File: src/rtl/bitser_max.sv
module bitser_max #(
  parameter int W = 8
) (
  input  logic clk,
  input  logic rst_n,
  input  logic clear,
  input  logic word_start,
  input  logic din,
  output logic dout,
  output logic word_done
);

  localparam int CW = (W > 2) ? $clog2(W) : 1;
  localparam logic [CW-1:0] LAST = CW'(W - 1);

  typedef enum logic [1:0] {CMP_EQ, CMP_IN, CMP_ST} cmp_t;

  logic [W-1:0]  best_q;
  logic [CW-1:0] pos_q;
  logic          run_q;
  cmp_t          cmp_q;

  logic          active;
  logic [CW-1:0] pos;
  cmp_t          cmp;
  logic          st_bit;
  logic          pick;

  assign active = !clear && (word_start || run_q);
  assign pos    = word_start ? '0 : pos_q;
  assign cmp    = word_start ? CMP_EQ : cmp_q;
  assign st_bit = best_q[W-1];

  always_comb begin
    case (cmp)
      CMP_IN:  pick = din;
      CMP_ST:  pick = st_bit;
      default: pick = din | st_bit;
    endcase
  end

  assign dout      = active & pick;
  assign word_done = active && (pos == LAST);

  always_ff @(posedge clk or negedge rst_n) begin
    if (!rst_n) begin
      best_q <= '0;
      pos_q  <= '0;
      run_q  <= 1'b0;
      cmp_q  <= CMP_EQ;
    end else if (clear) begin
      best_q <= '0;
      pos_q  <= '0;
      run_q  <= 1'b0;
      cmp_q  <= CMP_EQ;
    end else if (active) begin
      best_q <= {best_q[W-2:0], pick};
      pos_q  <= pos + 1'b1;
      run_q  <= (pos != LAST);
      if (cmp == CMP_EQ && din != st_bit)
        cmp_q <= din ? CMP_IN : CMP_ST;
      else
        cmp_q <= cmp;
    end
  end

endmodule

File: config.mk
export PLATFORM = sky130hd
export DESIGN_NAME = bitser_max
export DESIGN_NICKNAME = d
export VERILOG_FILES = /design/src/rtl/bitser_max.sv
export SDC_FILE = /design/constraint.sdc
export NUM_CORES = 1
export LEC_CHECK = 0
export BUFFER_PORTS_ARGS = -buffer_cell sky130_fd_sc_hd__buf_2
export CAP_MARGIN = 20
export CELL_PAD_IN_SITES_DETAIL_PLACEMENT = 1
export CELL_PAD_IN_SITES_GLOBAL_PLACEMENT = 2
export CORE_MARGIN = 8
export CORE_UTILIZATION = 30
export CTS_CLUSTER_SIZE = 14
export DETAILED_ROUTE_END_ITERATION = 6
export GPL_ROUTABILITY_DRIVEN = 0
export GPL_TIMING_DRIVEN = 0
export PLACE_DENSITY = 0.77
export REMOVE_ABC_BUFFERS = 1
export SYNTH_ARGS = -nofsm -noshare
export SYNTH_HDL_FRONTEND = slang
export SYNTH_SLANG_ARGS = --single-unit
export TNS_END_PERCENT = 30
File: constraint.sdc
create_clock -name clk -period 3.75 [get_ports clk]
set_input_delay 1.125 -clock clk [delete_from_list [all_inputs] [get_ports clk]]
set_output_delay 1.125 -clock clk [all_outputs]
set_load 0.05 [all_outputs]
==> metrics.md, run 1 <==
| Metric | Value |
|---|---|
| Cts hold-fix bufs | `0` |
| Detail Placement HPWL | `1.02 mm` |
| Initial antenna violation count | `0` |
| Row count | `17` |
| Die X | `between 60 and 70 µm` |
| Yosys warns | `0` |
| Setup crit end kind | `output pin` |
| Clock Latency Late Sink | `280 ps` |
| Commonest non-fill, non-tap cell in the layout | `nand2_1` |
| Max clock buf depth | `2` |
| Slew @ Worst Pin | `854 ps` |
| Worst-path clk slew | `90 ps` |
| CP bufs+invs | `3` |
| Worst Clk Skew | `about 2.6 ps` |
| Sequential share of the synthesized area | `0.500` |
| Fmax | `274 MHz` |
| Max stage delay on crit path | `350 ps` |
| Root Buffer | `clkbuf_4` |
| Global-route wire length before repair | `between 2 and 2.5 mm` |
| Synthesized instance count | `77` |
| Final core utilization | `0.364` |
| DR WL/cell | `12.8 µm` |
| Worst slew margin | `0.428` |
| # port buffers | `6` |
| Area growth from synthesis to layout | `15.0%` |
| First-pass DRT Iterations | `4` |
| Drt total wl | `roughly 1.4 mm` |
| DRC errors left | `0` |
| Hold path depth | `2` |
| CTS Buf Count | `3` |
| Tmin final | `3640 ps` |
| CP cell instances | `buf_2, inv_1, ha_2, nor2b_1, o32a_1, a2111oi_4, buf_6` |
| CTS tree | `yes` |
| Commonest non-fill, non-tap cells in the layout | `20 x nand2_1, 14 x dfrtp_1, 13 x a21oi_1, 5 x nor2b_1, 5 x buf_2` |
| Reg2Reg Depth | `3` |
| Die ar. | `0.00414 mm²` |
| Mapped cell area | `701 µm²` |
| Grt total ovfl | `0` |
| Final TNS setup | `0 ps` |
| Via density | `4.92` |
| Postcts setup bufs | `0` |
| Starting Density | `0.317` |
| Worst hold-check path type | `reg -> reg` |
| Final period util | `0.972` |
| Area leader, netlist | `dfrtp_1` |
| Nets | `92` |
| Pre-CTS WS | `-33.2 ps` |
| Sink Count | `14` |
| Pwr/cell area | `385 mW/mm²` |
| Largest net degree at the start of global routing | `17` |
| R2r endpoint | `best_q[6]` |
| Avg Inst Size Synth | `roughly 9.1 µm²` |
| All-Layer GR Usage | `0.0711` |
| Core Region | `0.00221 mm²` |
| Main area contributors after synthesis | `dfrtp_1 50%, nand2_1 11%, a21oi_1 9.3%, ha_1 5.4%, nor2b_1 4.5%` |
| Final WS setup | `106 ps` |
| Count of pins over their slew limit | `0` |
| Fillers | `267` |
| CP Class | `in -> out` |
| WP data arrival | `2520 ps` |
| Final Hold Viols | `0` |
| Count of state elements after synthesis | `14` |
| Area of the multi-input gates | `337 µm²` |
| H-tree levels | `1` |
| Crit path required time | `between 2000 and 3000 ps` |
| Post-route ant nets | `0` |
| Worst-path fanout max | `4` |
| Peak supply drop | `0.000158 V` |
| Status | `finished clean` |
| Area share of the largest cell type after synthesis | `0.500` |
| Distinct cells, synth | `20` |
| DRT iter0 DRCs | `10` |
| Leakage | `0.345 nW` |
| Max-cap violation count | `0` |
| Setup-failing EPs final | `0` |
| Worst Hold Launch | `pos_q[2]` |
| Diode count | `0` |
| Worst reg2reg setup slack | `2280 ps` |
| Area occupied by registers | `between 300 and 400 µm²` |
| Crit start category | `input port` |
| Unrepaired setup endpoints after global routing | `no` |
| # IOs | `7` |
| Via count | `about 550` |
| FF-to-FF Start | `run_q` |
| Largest delay contributor family on the critical path | `compound AO/OA/AOI/OAI gates` |
| Vias in the first global route | `between 500 and 600` |
| Die Ht | `64.3 µm` |
| End of the worst hold path | `pos_q[2]` |
| Slowest CP cell | `a2111oi_4` |
| Share of cells above drive strength 1 | `0.157` |
[cells in the mapped netlist]
library cell / n
nor2_1: 1
nand2_1: 20
o21ai_1: 1
clkbuf_1: 2
or2_1: 1
dfrtp_1: 14
a21bo_2: 1
nor2b_1: 5
buf_2: 2
xnor2_1: 1
a2111oi_2: 1
nor3_1: 2
a31oi_1: 1
a21oi_1: 13
o211ai_1: 2
inv_1: 3
o32a_1: 1
and2b_1: 1
nor3b_1: 2
ha_1: 3
[through the flow]
stage / hold WS (ps) / instance area, µm² / std cells / total power [mW]
after floorplan: 485 / 683 / 73 / 0.185
after global placement: 502 / 748 / 107 / 0.200
after CTS: 523 / 787 / 111 / 0.313
final: 518 / 806 / 111 / 0.311
after detailed placement: 510 / 748 / 107 / 0.201
after global routing: 542 / 806 / 111 / 0.323
[cells by family (layout without fill, tap and decap cells)]
group	count (synthesis)	after routing	synth area share
and+or+nand+nor	32	32	0.212
AOI/OAI and AO/OA	20	20	0.180
DFF	14	14	0.500
buffers and inverters	7	13	0.0411
adders and majority gates	3	3	0.0536
xor gates and xnor gates	1	1	0.0125
[what timing repair did]
item	CTS	global route
gates resized for setup	1	3
endpoints found under the setup margin	1	1
endpoints found under the hold margin	0	0
[tightest hold or removal path, delay by kind of cell (launching register included)]
family | cells | cell delay [ps]
simple gates | 1 | 60
compound gates | 1 | 50
flops | 1 | 380
[layout make-up]
cell class,instances,share of cell area
Inverter,3,0.0140
Timing Repair Buffer,6,0.0450
Sequential cell,14,0.435
Tap cell,28,0.0435
Clock buffer,4,0.0450
Multi-Input combinational cell,56,0.418
[how the worst max path moves through the flow]
stage                     from    to  slack (ps)  depth (start not counted)
after floorplan            din  dout        -320                          5
after global placement     din  dout         -20                          7
after detailed placement   din  dout         -30                          7
after CTS                  din  dout          10                          7
after global routing       din  dout          40                          7
final                      din  dout         110                          7
[power by group]
part	leakage (nW)	total (mW)	switching, mW	internal [mW]
clock network	0.0210	0.110	0.0515	0.0590
logic	0.134	0.0392	0.0249	0.0143
registers	0.190	0.161	0.00448	0.156
[routing by layer]
layer | share of wire | vias up | global-route usage
met3 | 0.040 | 2 | 0.0226
li1 | - | 274 | -
met5 | 0 | - | 0
met2 | 0.44 | 9 | 0.108
met4 | 0.0063 | 0 | 0.0409
met1 | 0.51 | 261 | 0.0860
[state kept, by name, summed over array words and instances (netlist names)]
register	cells
run_q	1
best_q	8
pos_q	3
cmp_q	2
Note: power is estimated with default switching activity, not from simulation.
==> run 2: changes to the inputs <==
--- a/config.mk
+++ b/config.mk
@@ -10,12 +10,12 @@
 export CELL_PAD_IN_SITES_DETAIL_PLACEMENT = 1
 export CELL_PAD_IN_SITES_GLOBAL_PLACEMENT = 2
 export CORE_MARGIN = 8
-export CORE_UTILIZATION = 30
+export CORE_UTILIZATION = 36
 export CTS_CLUSTER_SIZE = 14
 export DETAILED_ROUTE_END_ITERATION = 6
 export GPL_ROUTABILITY_DRIVEN = 0
 export GPL_TIMING_DRIVEN = 0
-export PLACE_DENSITY = 0.77
+export PLACE_DENSITY = 0.88
 export REMOVE_ABC_BUFFERS = 1
 export SYNTH_ARGS = -nofsm -noshare
 export SYNTH_HDL_FRONTEND = slang
==> metrics.md, run 2 (synthesis gave the netlist of run 1 again) <==
| Metric | Value |
|---|---|
| Grt total ovfl | `0` |
| DRT iter0 DRCs | `4` |
| Sink Count | `14` |
| Worst Clk Skew | `9.34 ps` |
| Crit path from | `din` |
| Core Region | `0.00190 mm²` |
| DRC errors left | `0` |
| CP bufs+invs | `3` |
| Root Buffer | `clkbuf_4` |
| Psw | `0.0800 mW` |
| Global-route wire length before repair | `2.52 mm` |
| CP Class | `in -> out` |
| Via density | `4.89` |
| Worst Hold Launch | `pos_q[1]` |
| Max reg flops | `8` |
| Count of pins over their slew limit | `0` |
| PnR Total Power | `0.310 mW` |
| All-Layer GR Usage | `0.0927` |
| Final Instance Count excl. Fillers | `110` |
| DR WL/cell | `12.5 µm` |
| Top reg by flops | `best_q` |
| Internal power | `0.230 mW` |
| Starting Density | `0.368` |
| Postcts setup bufs | `0` |
| Setup-failing EPs final | `0` |
| Via count | `about 540` |
| Max clock buf depth | `2` |
| Row count | `16` |
| Cts hold-fix bufs | `0` |
| Commonest non-fill, non-tap cell in the layout | `nand2_1` |
| Die X | `60.1 µm` |
| Vias in the first global route | `557` |
| Final Hold Viols | `0` |
| Leakage | `0.345 nW` |
| CTS tree | `yes` |
| Fmax | `275 MHz` |
| Status | `finished clean` |
| Worst hold-check path type | `reg -> reg` |
| Logic pwr share | `0.125` |
| CP cell instances | `buf_2, inv_1, ha_2, nor2b_1, o32a_1, a2111oi_4, buf_6` |
| Die Ht | `around 60 µm` |
| # port buffers | `6` |
| Max stage delay on crit path | `350 ps` |
| Initial antenna violation count | `0` |
| Nets | `92` |
| Setup crit end kind | `output pin` |
| Diode count | `0` |
| Area growth from synthesis to layout | `14.8%` |
| Slew @ Worst Pin | `852 ps` |
| Drt total wl | `1.37 mm` |
| Worst reg2reg setup slack | `2300 ps` |
| Worst-path clk slew | `80 ps` |
| Crit start category | `input port` |
| Peak supply drop | `0.000195 V` |
| FF-to-FF Start | `run_q` |
| Sw frac | `0.258` |
| # placed instances | `106` |
| First-pass DRT Iterations | `4` |
| Die ar. | `~0.0036 mm²` |
| Seq pwr share | `0.518` |
| Commonest non-fill, non-tap cells in the layout | `20 x nand2_1, 14 x dfrtp_1, 13 x a21oi_1, 5 x nor2b_1, 5 x buf_2` |
| Post-route ant nets | `0` |
| Unrepaired setup endpoints after global routing | `no` |
| Share of cells above drive strength 1 | `0.157` |
| # IOs | `7` |
| H-tree levels | `1` |
| Clock Latency Late Sink | `280 ps` |
| Largest delay contributor family on the critical path | `compound AO/OA/AOI/OAI gates` |
| Pwr/cell area | `385 mW/mm²` |
| Crit path required time | `2620 ps` |
| Worst-path fanout max | `4` |
| Worst slew margin | `0.430` |
| Proportion of power drawn by the clock network | `0.356` |
| Final period util | `0.971` |
| Tmin final | `around 3600 ps` |
| Hold WS | `514 ps` |
| WP data arrival | `2520 ps` |
| CTS Buf Count | `3` |
| Largest net degree at the start of global routing | `17` |
| Top flop regs | `best_q x8, pos_q x3, cmp_q x2` |
| Slowest CP cell | `a2111oi_4` |
| Max-cap violation count | `0` |
| Detail Placement HPWL | `approximately 960 µm` |
## run 2: cell counts in the layout (fill, tap and decap cells not counted)
No cell type changed its count.
## run 2: timing repair
| item | 4_1_cts | 5_1_grt |
|---|---|---|
| gates resized for setup | 1 | 3 |
| endpoints found under the hold margin | 0 | 0 |
| setup endpoints to repair | 1 | 1 |
## run 2: final timing paths
kind                              to  depth (start not counted)
max in group asynchronous   pos_q[2]                          1
min in group asynchronous  best_q[6]                          1
min reg2reg                 pos_q[1]                          2
min                         pos_q[1]                          2
max reg2reg                best_q[4]                          3
max                             dout                          7
## run 2: per-stage QoR
stage	util	area, µm²	setup slack, ps	setup TNS [ps]
after detailed placement	0.393	747	-25.8	-25.8
final	0.423	805	108	0
after floorplan	-	683	-316	-368
after global routing	0.423	805	37.6	0
after global placement	0.393	747	-8.73	-8.73
after CTS	0.413	786	18.7	0
## run 2: cell type report
class | count | area [µm²]
Clock buffer | 4 | 36.3
Fill cell | 232 | 1100
Inverter | 3 | 11.3
Multi-Input combinational cell | 56 | 337
Sequential cell | 14 | 350
Tap cell | 27 | 33.8
Timing Repair Buffer | 6 | 36.3
## run 2: routing by layer
layer / wire, µm / vias to the layer above / share of wire / global-route usage
met5: 0 / - / 0 / 0
met4: 10 / 0 / 0.0073 / 0.0306
met1: 678 / 253 / 0.49 / 0.111
li1: - / 272 / - / -
met3: 80 / 2 / 0.058 / 0.0430
met2: 605 / 11 / 0.44 / 0.142
## run 2: power groups by stage
stage	Sequential (mW)	Combinational, mW	Clock (mW)
6_report	0.161	0.0389	0.110
5_1_grt	0.162	0.0440	0.123
4_1_cts	0.161	0.0374	0.116
3_5_place_dp	0.164	0.0368	0
3_3_place_gp	0.164	0.0359	0
2_1_floorplan	0.163	0.0222	0
## run 2: worst min-delay path: stages (launching register included)
cell and delay (ps):
dfrtp_1 370, nand2_1 60, a21oi_1 50
